<file path="config.mk">
export PLATFORM = sky130hd
export DESIGN_NAME = sampled_delay_line
export DESIGN_NICKNAME = d
export VERILOG_FILES = /design/src/rtl/sdl_pkg.sv /design/src/rtl/sdl_hist_ram.sv /design/src/rtl/sdl_ref_tap.sv /design/src/rtl/sdl_out_stage.sv /design/src/rtl/sampled_delay_line.sv
export SDC_FILE = /design/constraint.sdc
export NUM_CORES = 1
export LEC_CHECK = 0
export BUFFER_PORTS_ARGS = -buffer_cell sky130_fd_sc_hd__buf_2
export CORE_AREA = 5 5 297 154
export DETAILED_ROUTE_END_ITERATION = 10
export DIE_AREA = 0 0 302 159
export HOLD_SLACK_MARGIN = 0.15
export PLACE_DENSITY = 0.8
export SYNTH_ARGS = -nofsm -noshare
export SYNTH_HDL_FRONTEND = slang
export SYNTH_SLANG_ARGS = --single-unit
</file>
<file path="constraint.sdc">
create_clock -name clk -period 3.6 [get_ports clk]
set_clock_uncertainty 0.05 [all_clocks]
set_input_delay 0.36 -clock clk [delete_from_list [all_inputs] [get_ports clk]]
set_output_delay 0.36 -clock clk [all_outputs]
set_load 0.05 [all_outputs]
</file>
<file path="src/rtl/sdl_pkg.sv">
package sdl_pkg;

  typedef enum logic {
    SEL_DELAY = 1'b0,
    SEL_PULSE = 1'b1
  } out_sel_e;

  // address width able to hold the longest read distance
  function automatic int hist_aw(input int code_w, input int base);
    return $clog2(base + (1 << code_w) - 1);
  endfunction

endpackage

</file>
<file path="src/rtl/sdl_hist_ram.sv">
// Circular one-bit sample history with a registered read port.
// A fill counter marks positions not yet written since reset.
module sdl_hist_ram #(
  parameter int AW = 9
) (
  input  logic          clk,
  input  logic          rst,
  input  logic          din,
  input  logic [AW-1:0] rd_dist,
  output logic          rd_bit
);
  localparam int WORDS = 1 << AW;

  logic          mem [WORDS];
  logic [AW-1:0] wr_ptr;
  logic [AW-1:0] fill;
  logic [AW-1:0] rd_addr;
  logic          rd_raw;
  logic          vld_q;

  assign rd_addr = wr_ptr - rd_dist;

  // storage path: no reset, so it can map onto block RAM
  always_ff @(posedge clk) begin
    if (!rst) begin
      mem[wr_ptr] <= din;
    end
    rd_raw <= mem[rd_addr];
  end

  always_ff @(posedge clk) begin
    if (rst) begin
      wr_ptr <= '0;
      fill   <= '0;
      vld_q  <= 1'b0;
    end else begin
      wr_ptr <= wr_ptr + 1'b1;
      if (fill != '1) begin
        fill <= fill + 1'b1;
      end
      vld_q <= (rd_dist <= fill);
    end
  end

  assign rd_bit = rd_raw & vld_q;

endmodule

</file>
<file path="src/rtl/sdl_ref_tap.sv">
// Fixed-length flop chain feeding the reference output.
module sdl_ref_tap #(
  parameter int STAGES = 5
) (
  input  logic clk,
  input  logic rst,
  input  logic din,
  output logic tap
);
  logic [STAGES-1:0] chain;

  always_ff @(posedge clk) begin
    if (rst) chain[0] <= 1'b0;
    else     chain[0] <= din;
  end

  for (genvar g = 1; g < STAGES; g++) begin : g_stage
    always_ff @(posedge clk) begin
      if (rst) chain[g] <= 1'b0;
      else     chain[g] <= chain[g-1];
    end
  end

  assign tap = chain[STAGES-1];

endmodule

</file>
<file path="src/rtl/sdl_out_stage.sv">
// Registered output selection by mode.
module sdl_out_stage
  import sdl_pkg::*;
(
  input  logic     clk,
  input  logic     rst,
  input  out_sel_e sel,
  input  logic     dly_bit,
  input  logic     ref_bit,
  input  logic     pulse_bit,
  output logic     main_out,
  output logic     aux_out
);
  always_ff @(posedge clk) begin
    if (rst) begin
      main_out <= 1'b0;
      aux_out  <= 1'b0;
    end else begin
      case (sel)
        SEL_DELAY: begin
          main_out <= dly_bit;
          aux_out  <= ref_bit;
        end
        default: begin
          main_out <= ~dly_bit;
          aux_out  <= pulse_bit;
        end
      endcase
    end
  end

endmodule

</file>
<file path="src/rtl/sampled_delay_line.sv">
// LAT_BASE must be at least 2.
module sampled_delay_line
  import sdl_pkg::*;
#(
  parameter int CODE_W   = 8,
  parameter int LAT_BASE = 4
) (
  input  logic              clk,
  input  logic              rst,
  input  logic              smp_in,
  input  logic [CODE_W-1:0] dly_code,
  input  logic              mode_sel,
  input  logic              pulse_in,
  output logic              main_out,
  output logic              aux_out
);
  localparam int AW         = hist_aw(CODE_W, LAT_BASE);
  localparam int REF_STAGES = LAT_BASE + 1;

  logic [AW-1:0] tap_dist;
  logic          hist_bit;
  logic          ref_bit;
  out_sel_e      sel;

  // read distance: one memory read stage plus the output register
  assign tap_dist = AW'(LAT_BASE - 1) + AW'(dly_code);
  assign sel      = out_sel_e'(mode_sel);

  sdl_hist_ram #(.AW(AW)) u_hist (
    .clk     (clk),
    .rst     (rst),
    .din     (smp_in),
    .rd_dist (tap_dist),
    .rd_bit  (hist_bit)
  );

  sdl_ref_tap #(.STAGES(REF_STAGES)) u_ref (
    .clk (clk),
    .rst (rst),
    .din (smp_in),
    .tap (ref_bit)
  );

  sdl_out_stage u_out (
    .clk       (clk),
    .rst       (rst),
    .sel       (sel),
    .dly_bit   (hist_bit),
    .ref_bit   (ref_bit),
    .pulse_bit (pulse_in),
    .main_out  (main_out),
    .aux_out   (aux_out)
  );

endmodule

</file>
==> results of run 1 <==
==> stage by stage <==
step | worst slack, ns | hold slack, ns | std cells
after CTS | 0.00564 | 0.261 | 2418
after detailed placement | -0.498 | 0.394 | 2333
after global placement | -0.392 | 0.369 | 2333
final | 0.0123 | 0.253 | 2421
after global routing | -0.0727 | 0.299 | 2421
after floorplan | 0.141 | 0.364 | 1739
==> kinds of logic after synthesis <==
group | synth area share
simple gates | 0.129
flops | 0.663
buf+inv | 0.0293
mux | 0.133
compound gates | 0.0198
xor+xnor | 0.0120
fa+ha+maj | 0.0133
==> layout by cell type, fill, tap and decap left out, types with 3 or more instances in the layout <==
cell type	count
nor3b_1	4
a221oi_1	3
buf_4	110
bufinv_16	6
a31oi_1	4
nand4_1	20
and3b_1	3
clkbuf_1	9
ha_1	23
o21a_1	7
buf_2	13
xor2_1	10
clkinv_2	11
nand3_1	16
clkbuf_16	47
mux2i_1	13
nand2_1	123
mux4_2	135
edfxtp_1	512
dlygate4sd3_1	3
nand2b_1	4
a32oi_1	4
and2_1	4
a21oi_1	10
inv_1	22
nor2b_1	10
a311oi_1	3
o21ai_0	11
and3_1	4
nand3_2	4
clkinv_1	8
buf_12	22
nor2_1	545
xnor2_1	15
nor3_1	13
dfxtp_1	27
==> worst max path at each step <==
stage	cells after the start	slack [ns]	end
3_5_place_dp	16	-0.50	u_hist.rd_raw
3_3_place_gp	16	-0.39	u_hist.rd_raw
5_1_grt	13	-0.07	u_hist.rd_raw
6_report	12	0.01	u_hist.rd_raw
4_1_cts	14	0.006	u_hist.rd_raw
2_1_floorplan	14	0.14	u_hist.rd_raw
==> per-layer routing <==
| layer | wire length [um] | part of all wire | GRT usage | vias up |
|---|---|---|---|---|
| met1 | 23100 | 0.37 | 0.372 | 7675 |
| met2 | 27900 | 0.45 | 0.381 | 1111 |
| li1 | - | - | - | 6419 |
| met4 | 1690 | 0.027 | 0.0705 | 2 |
| met5 | 84 | 0.0014 | 0.0169 | - |
| met3 | 9110 | 0.15 | 0.0864 | 146 |
==> final cells by class <==
cell class	count	share of cell area
multi-input combinational	1038	0.277
sequential	539	0.587
inverter	23	0.00318
clock buffer	56	0.0446
clock inverter	26	0.0101
timing repair buffer	150	0.0513
antenna	1	0.0000922
tap	588	0.0271
==> registers in the layout (all words and copies together) (netlist names), 4 cells and up <==
| register | cells |
|---|---|
| u_hist.wr_ptr | 9 |
| u_hist.fill | 9 |
| u_hist.mem | 512 |
| u_ref.chain | 4 |
==> power groups by stage <==
stage               Sequential, mW  Combinational (mW)  Clock [mW]
floorplan                     7.02                1.36           0
global placement              7.03                2.37           0
detailed placement            7.03                2.42           0
CTS                           6.89                2.46        5.07
global route                  6.89                2.69        5.37
finish                        6.89                2.56        5.05
==> synthesized netlist by cell type, types with 5 or more instances <==
library cell / n
ha_1: 24
mux4_2: 135
mux2i_1: 14
buf_1: 9
inv_1: 23
nor3_1: 13
buf_4: 11
xor2_1: 12
nand2_1: 124
nor2_1: 545
clkbuf_1: 101
edfxtp_1: 512
a21oi_1: 11
nand3_1: 20
nand4_1: 20
nor2b_1: 10
o21a_1: 7
buf_2: 13
dfxtp_1: 27
o21ai_0: 11
xnor2_1: 16
buf_6: 5
==> timing repair <==
item,CTS,global route
hold buffers,3,0
endpoints found under the hold margin,2,0
pin swaps,1,1
setup buffers,0,2
endpoints found under the setup margin,1,1
resized for setup,4,12
==> impl_metrics.yaml, run 1 <==
clock_network:
  cts-root-buf: "clkbuf_16"
  cts_inserted_buffers: 45
  clkSinkCount: 539
  path_clk_slew_ns: 0.07
  htreeDepth: 2
  cts_tree: "yes"
  insertion_delay_ns: 0.57
  cts_max_path_buffers: 3
timing:
  setup_viol_count_final: 0
  max_freq_mhz: 279
  fin_setup_tns_ns: 0
  finalHoldViolCount: 0
  min_period_ns: 3.59
  slew_headroom: 0.194
  tightest_slew_ns: 1.20
  rsz0062_at_grt: "true"
  finalCritPeriodShare: 0.997
  drv_slew: 0
critical_path:
  crit_slowest_cell: "fa_4"
  crit_family: "multiplexers"
  worstSetupStartpoint: "u_hist.wr_ptr[0]"
  max_stage_delay_ns: 0.84
  start_kind: "register"
  required_ns: 4.01
  cp_cell_sequence: "inv_2, ha_4, inv_1, fa_4, buf_4, buf_12, mux4_2, mux4_2, mux2i_2, mux4_2, nor2_1, o22a_1"
  cp_max_fo: 12
  critPathCaptureType: "register"
  rrSetupSlack_ns: 0.01
  r2r_end: "u_hist.rd_raw"
  path_class: "reg -> reg"
  crit_path_frequent_cell: "mux4_2"
  r2r-start: "u_hist.wr_ptr[0]"
  reg2reg_depth: 12
  timing.critical_path.buf_inv: 4
  arrival_ns: 4.00
pwr:
  p_leak_nw: 8.48
  p_comb_frac: 0.176
  clkPwrFrac: 0.349
  p_seq_frac: 0.475
  p_per_area_mw_per_mm2: 534
  power.total_mw: 14.5
  netSwitchingFraction: 0.251
  p_int_mw: 10.9
  ir_drop_mv: 0.358
  p_switching_mw: 3.64
cells_and_area:
  multiInputGateArea_mm2: 0.00752
  drive_above_1_share: 0.207
  final_cell_area_mm2: 0.0271
  seqCellArea_mm2: 0.0159
  area_growth_pct: 13.0
  fin_util: 0.633
  fillerInstances: 2981
  nets: 1835
yosys:
  synth_flop_cell: "edfxtp_1"
  ys_warn_count: 0
  syn-num-nets: 1777
  synthDistinctLibCells: 60
  yosys.area.top_type_share: 0.641
  netlist_area_mm2: 0.0240
  synth_top_area_cell: "edfxtp_1"
  synth-edff-count: 512
  async_reset_ff_frac: 0
  syn-instance-count: 1739
  synth.area.top_cells: "edfxtp_1 (64%), mux4_2 (13%), nor2_1 (8.5%), dfxtp_1 (2.3%), nand2_1 (1.9%)"
  synth.avg_cell_area_um2: 13.8
  synth-seq-area-share: 0.663
  synth-seq-cells: 539
placement:
  dpl.hpwl_mm: 36.1
  portBuffers: 14
  gp_congestion: 0.873
  dpl_cell_area_mm2: 0.0255
die:
  die_height_um: 159
  rows: 54
  die_w_um: 302
  core_mm2: 0.0428
  start_util: 0.560
  die_area_mm2: 0.0480
  pin_count: 15
worst_hold_path:
  hp-start: "smp_in"
  hp-class: "in -> reg"
  min_delay_path_depth: 1
  min_to: "u_hist.mem[63]"
run:
  cap_violations: 0
drt:
  avgRoutedWirePerCell_um: 25.5
  first_iter_violations: 2506
  vias_per_cell: 6.34
  drtAntennaViolNets: 0
  totalWireLength_mm: 61.8
  drc: 0
  first_pass_iters: 5
  dr_total_vias: 15353
status:
  status: "completed"
global_route:
  grt_first_pass_wirelength_mm: 93.3
  grt_start_max_net_pins: 151
  grt_antenna_before_repair: 1
  grt_pass1_vias: 15353
  grt_use_total: 0.258
  grt-ovfl-total: 0
(Power assumes the default switching activity.)
==> inputs of run 2 (changes only) <==
--- a/config.mk
+++ b/config.mk
@@ -5,12 +5,12 @@
 export SDC_FILE = /design/constraint.sdc
 export NUM_CORES = 1
 export LEC_CHECK = 0
-export BUFFER_PORTS_ARGS = -buffer_cell sky130_fd_sc_hd__buf_2
-export CORE_AREA = 5 5 297 154
+export CORE_AREA = 5 5 294 152
 export DETAILED_ROUTE_END_ITERATION = 10
-export DIE_AREA = 0 0 302 159
+export DIE_AREA = 0 0 299 157
+export DONT_BUFFER_PORTS = 1
 export HOLD_SLACK_MARGIN = 0.15
-export PLACE_DENSITY = 0.8
+export PLACE_DENSITY = 0.81
 export SYNTH_ARGS = -nofsm -noshare
 export SYNTH_HDL_FRONTEND = slang
 export SYNTH_SLANG_ARGS = --single-unit
==> run 2 against run 1 <==
Sequential cell count unchanged; global-route usage down 1.1 points; combinational power is 7% lower; via count down 2.3%; clock power fell by 8.5%; hold slack worse by 0.18 ns; wire length is 6.3% lower; critical path depth did not move; largest cell class unchanged; non-clock buffer count fell by 42; die area decreased by 2.2%; sequential share of layout area increased by 1.2 points.
==> impl_metrics.yaml, run 2 (synthesis results as in run 1) <==
status:
  status: "completed"
global_route:
  grt_first_pass_wirelength_mm: 88.1
  grt_antenna_before_repair: 0
  grt_use_total: 0.247
  grt_pass1_vias: 14882
  grt-ovfl-total: 0
  use_met3: 0.0726
  grt_start_max_net_pins: 514
  busiest_layer: "met2"
  globalRouteMet1Util: 0.332
  grtUsageMet2: 0.396
drt:
  first_iter_violations: 2271
  first_pass_iters: 5
  totalWireLength_mm: 57.9
  avgRoutedWirePerCell_um: 24.8
  vias_per_cell: 6.41
  drtAntennaViolNets: 0
  dr_total_vias: 14996
  drc: 0
timing:
  drv_slew: 0
  max_freq_mhz: 280
  slew_headroom: 0.195
  setup_viol_count_final: 0
  finalCritPeriodShare: 0.991
  tightest_slew_ns: 1.20
  hold_ws_ns: 0.0715
  finalHoldViolCount: 0
  min_period_ns: 3.57
critical_path:
  arrival_ns: 3.97
  critPathCaptureType: "register"
  start_kind: "register"
  path_class: "reg -> reg"
  required_ns: 4.01
  cp_max_fo: 15
pwr:
  p_comb_frac: 0.171
  ir_drop_mv: 0.298
  p_seq_frac: 0.496
  p_int_mw: 10.4
  clkPwrFrac: 0.333
  netSwitchingFraction: 0.250
  power.total_mw: 13.9
  p_leak_nw: 8.20
  p_per_area_mw_per_mm2: 522
  p_switching_mw: 3.47
die:
  rows: 53
  die_height_um: 157
  die_w_um: 299
  core_mm2: 0.0416
  pin_count: 15
  start_util: 0.576
  die_area_mm2: 0.0469
placement:
  dpl.hpwl_mm: 33.1
  portBuffers: 0
  gp_congestion: 0.875
cells_and_area:
  drive_above_1_share: 0.185
  layout_common_cells: "nor2_1 (545), edfxtp_1 (512), mux4_2 (135)"
  fillerInstances: 2787
  mostFrequentLayoutCell: "nor2_1"
  top_regs: "u_hist.mem (512), u_hist.fill (9), u_hist.wr_ptr (9)"
  largest_reg_flops: 512
  fin_util: 0.639
  multiInputGateArea_mm2: 0.00751
  nets: 1793
  seqCellArea_mm2: 0.0159
  area_growth_pct: 10.8
  top_register: "u_hist.mem"
  diodes: 0
clock_network:
  htreeDepth: 2
  cts_tree: "yes"
  path_clk_slew_ns: 0.07
  cts_max_path_buffers: 3
  insertion_delay_ns: 0.56
  cts-root-buf: "clkbuf_16"
  cts_inserted_buffers: 45
  clkSinkCount: 539
worst_hold_path:
  hp-class: "in -> reg"
run:
  cap_violations: 0
-- run 2: area by class of cell --
cell class,instances,area share
flip-flops and latches,539,0.598
multi-input cells,1038,0.282
clock buffers,57,0.0452
repair buffers,108,0.0394
well taps,550,0.0259
clock inverters,25,0.00536
inverters,23,0.00325
-- run 2: layer usage --
| layer | vias to the layer above | wire, um |
|---|---|---|
| met5 | - | 0 |
| met4 | 0 | 1730 |
| met2 | 986 | 27600 |
| met1 | 7526 | 21300 |
| li1 | 6338 | - |
| met3 | 146 | 7340 |
-- run 2: what timing repair did --
| action | CTS | global route |
|---|---|---|
| hold buffers | 5 | 1 |
| gates resized for setup | 1 | 8 |
| hold endpoints to repair | 538 | 190 |
| setup endpoints to repair | 1 | 1 |
| cloned | 0 | 1 |
| pin swaps | 0 | 4 |
| buffers inserted | 0 | 6 |
-- run 2: worst paths after layout --
path	from	end	slack, ns	cells after the start
worst min-delay path	smp_in	u_hist.mem[259]	0.07	0
worst max-delay path	u_hist.wr_ptr[0]	u_hist.rd_raw	0.03	12
worst min register to register	u_ref.chain[1]	u_ref.chain[2]	0.40	1
worst max register to register	u_hist.wr_ptr[0]	u_hist.rd_raw	0.03	12
-- run 2: metrics by stage --
step                instance area [um2]  std cells  setup TNS (ns)  setup slack [ns]
floorplan                         24000       1739               0             0.141
global placement                  25100       2245          -0.155            -0.155
detailed placement                25100       2245          -0.254            -0.254
CTS                               26500       2332               0            0.0698
global route                      26600       2340        -0.00983          -0.00983
finish                            26600       2340               0            0.0340
-- run 2: power groups by stage --
stage	Sequential [mW]	Combinational, mW	Clock [mW]
final	6.89	2.37	4.62
after global routing	6.89	2.50	4.91
after CTS	6.89	2.23	4.64
after detailed placement	7.03	2.19	0
after global placement	7.03	2.15	0
after floorplan	7.02	1.36	0
-- run 2: worst max-delay path, cell delays in order (launching register included) --
cell and delay (ns):
dfxtp_1 0.32, inv_2 0.07, ha_4 0.13, inv_1 0.05, fa_4 0.91, buf_12 0.20
buf_12 0.15, mux4_2 0.31, a2111oi_0 0.55, o31ai_1 0.19, a22oi_2 0.17, o2111ai_1 0.14
o22a_1 0.21
==> inputs of run 3 (changes only) <==
--- a/config.mk
+++ b/config.mk
@@ -10,7 +10,7 @@
 export DIE_AREA = 0 0 299 157
 export DONT_BUFFER_PORTS = 1
 export HOLD_SLACK_MARGIN = 0.15
-export PLACE_DENSITY = 0.81
+export PLACE_DENSITY = 0.76
 export SYNTH_ARGS = -nofsm -noshare
 export SYNTH_HDL_FRONTEND = slang
 export SYNTH_SLANG_ARGS = --single-unit
==> run 3 against run 2 <==
Cell count increased by 0.13%; sequential share of layout area is 0.13 points lower; hold slack lost 0.061 ns; global-route usage is 0.24 points lower; critical path depth rose by 1; cell area increased by 0.23%; sequential cell count unchanged; count of clock-buffer cells in the layout is 6 higher; clock power is 3% higher; largest cell class unchanged.
==> impl_metrics.yaml, run 3 (synthesis results as in run 1) <==
placement:
  dpl_cell_area_mm2: 0.0251
  dpl.cell_count: 2250
  pre_cts_slack_ns: -0.137
  dpl.hpwl_mm: 32.6
  portBuffers: 0
  gp_congestion: 0.841
cells_and_area:
  nets: 1795
  area_growth_pct: 11.0
  top_register: "u_hist.mem"
  mostFrequentLayoutCell: "nor2_1"
  layout_common_cells: "nor2_1 (545), edfxtp_1 (512), mux4_2 (135)"
  final_cell_area_mm2: 0.0267
  multiInputGateArea_mm2: 0.00750
  fillerInstances: 2870
  layoutNonFillerInstCount: 2343
  drive_above_1_share: 0.185
  largest_reg_flops: 512
  seqCellArea_mm2: 0.0159
  top_regs: "u_hist.mem (512), u_hist.fill (9), u_hist.wr_ptr (9)"
critical_path:
  path_class: "reg -> reg"
  cp_cell_sequence: "inv_1, ha_4, inv_1, fa_4, buf_4, xnor2_2, buf_4, nor2_1, nand3_1, nand4_1, mux4_2, nor2_1, o22a_1"
  timing.critical_path.buf_inv: 4
  r2r-start: "u_hist.wr_ptr[0]"
  start_kind: "register"
  r2r_end: "u_hist.rd_raw"
  max_stage_delay_ns: 0.53
  cp_max_fo: 10
  rrSetupSlack_ns: 0.18
  critPathCaptureType: "register"
  required_ns: 4.02
  arrival_ns: 3.85
  crit_family: "simple AND/OR/NAND/NOR gates"
  cp.depth: 13
  crit_slowest_cell: "nor2_1"
  reg2reg_depth: 13
worst_hold_path:
  hp-start: "smp_in"
  min_to: "u_hist.mem[243]"
  min_delay_path_depth: 0
  hp-class: "in -> reg"
clock_network:
  insertion_delay_ns: 0.57
  cts_tree: "yes"
  htreeDepth: 2
  cts-root-buf: "clkbuf_16"
  cts_inserted_buffers: 47
  path_clk_slew_ns: 0.07
  clkSinkCount: 539
  cts_max_path_buffers: 3
global_route:
  grt-ovfl-total: 0
  grt_antenna_before_repair: 2
  grtUsageMet2: 0.392
  grt_use_total: 0.244
  use_met3: 0.0593
  grt_pass1_vias: 14422
  grt_start_max_net_pins: 514
  globalRouteMet1Util: 0.343
  grt_first_pass_wirelength_mm: 86.7
  busiest_layer: "met2"
timing:
  finalHoldViolCount: 0
  fin_ws_ns: 0.175
  finalCritPeriodShare: 0.951
  hold_ws_ns: 0.0101
  slew_headroom: 0.190
  tightest_slew_ns: 1.21
  rsz0062_at_grt: "false"
  drv_slew: 0
  max_freq_mhz: 292
  setup_viol_count_final: 0
  min_period_ns: 3.42
drt:
  first_iter_violations: 2208
  drtAntennaViolNets: 0
  totalWireLength_mm: 57.5
  dr_total_vias: 14890
  drc: 0
  first_pass_iters: 5
  vias_per_cell: 6.36
  avgRoutedWirePerCell_um: 24.6
status:
  status: "completed"
pwr:
  ir_drop_mv: 0.343
  netSwitchingFraction: 0.248
  p_seq_frac: 0.492
  power.total_mw: 14.0
  p_leak_nw: 8.23
  p_per_area_mw_per_mm2: 526
  p_int_mw: 10.5
  clkPwrFrac: 0.341
  p_comb_frac: 0.167
  p_switching_mw: 3.48
die:
  die_w_um: 299
  die_height_um: 157
  rows: 53
  pin_count: 15
  start_util: 0.576
  core_mm2: 0.0416
  die_area_mm2: 0.0469
run:
  cap_violations: 0
[run 3: cell count changes in the layout (fill, tap and decap cells not counted), moves of 2 or more]
cell      previous run  this run
clkinv_2            10         5
buf_12              14        16
buf_4               85        87
clkbuf_1            10        12
clkbuf_8             1         3
[run 3: layer usage]
| layer | wire length (um) | vias up |
|---|---|---|
| met4 | 1590 | 2 |
| li1 | - | 6333 |
| met1 | 22300 | 7527 |
| met5 | 7 | - |
| met3 | 6900 | 132 |
| met2 | 26700 | 896 |
[run 3: power by group through the flow]
stage               clock, mW  sequential (mW)  combinational (mW)
floorplan                   0             7.02                1.36
global placement            0             7.03                2.21
detailed placement          0             7.03                2.23
CTS                      4.83             6.89                2.26
global route             5.11             6.89                2.45
finish                   4.78             6.90                2.34
[run 3: repair_timing]
action                                 4_1_cts  5_1_grt
endpoints found under the hold margin      538      176
setup endpoints to repair                    0        1
hold buffers                                 4        1
gates resized for setup                      0        5
buffers inserted                             0        3
[run 3: layout make-up]
type	instances	share of cell area
Inverter	23	0.00324
Sequential cell	539	0.597
Clock buffer	63	0.0483
Multi-Input combinational cell	1038	0.282
Tap cell	550	0.0258
Antenna cell	1	0.0000939
Timing Repair Buffer	108	0.0391
Clock inverter	21	0.00484
[run 3: through the flow]
step / utilization / TNS, ns
after floorplan: - / 0
after global placement: 0.603 / -0.0826
after detailed placement: 0.603 / -0.137
after CTS: 0.638 / 0
after global routing: 0.640 / 0
final: 0.640 / 0
[run 3: how the worst max path moves through the flow]
stage                      from             to  slack (ns)
4_1_cts        u_hist.wr_ptr[0]  u_hist.rd_raw        0.05
5_1_grt        u_hist.wr_ptr[0]  u_hist.rd_raw        0.02
3_3_place_gp        dly_code[0]  u_hist.rd_raw       -0.08
6_report       u_hist.wr_ptr[0]  u_hist.rd_raw        0.18
2_1_floorplan       dly_code[0]  u_hist.rd_raw        0.14
3_5_place_dp        dly_code[0]  u_hist.rd_raw       -0.14
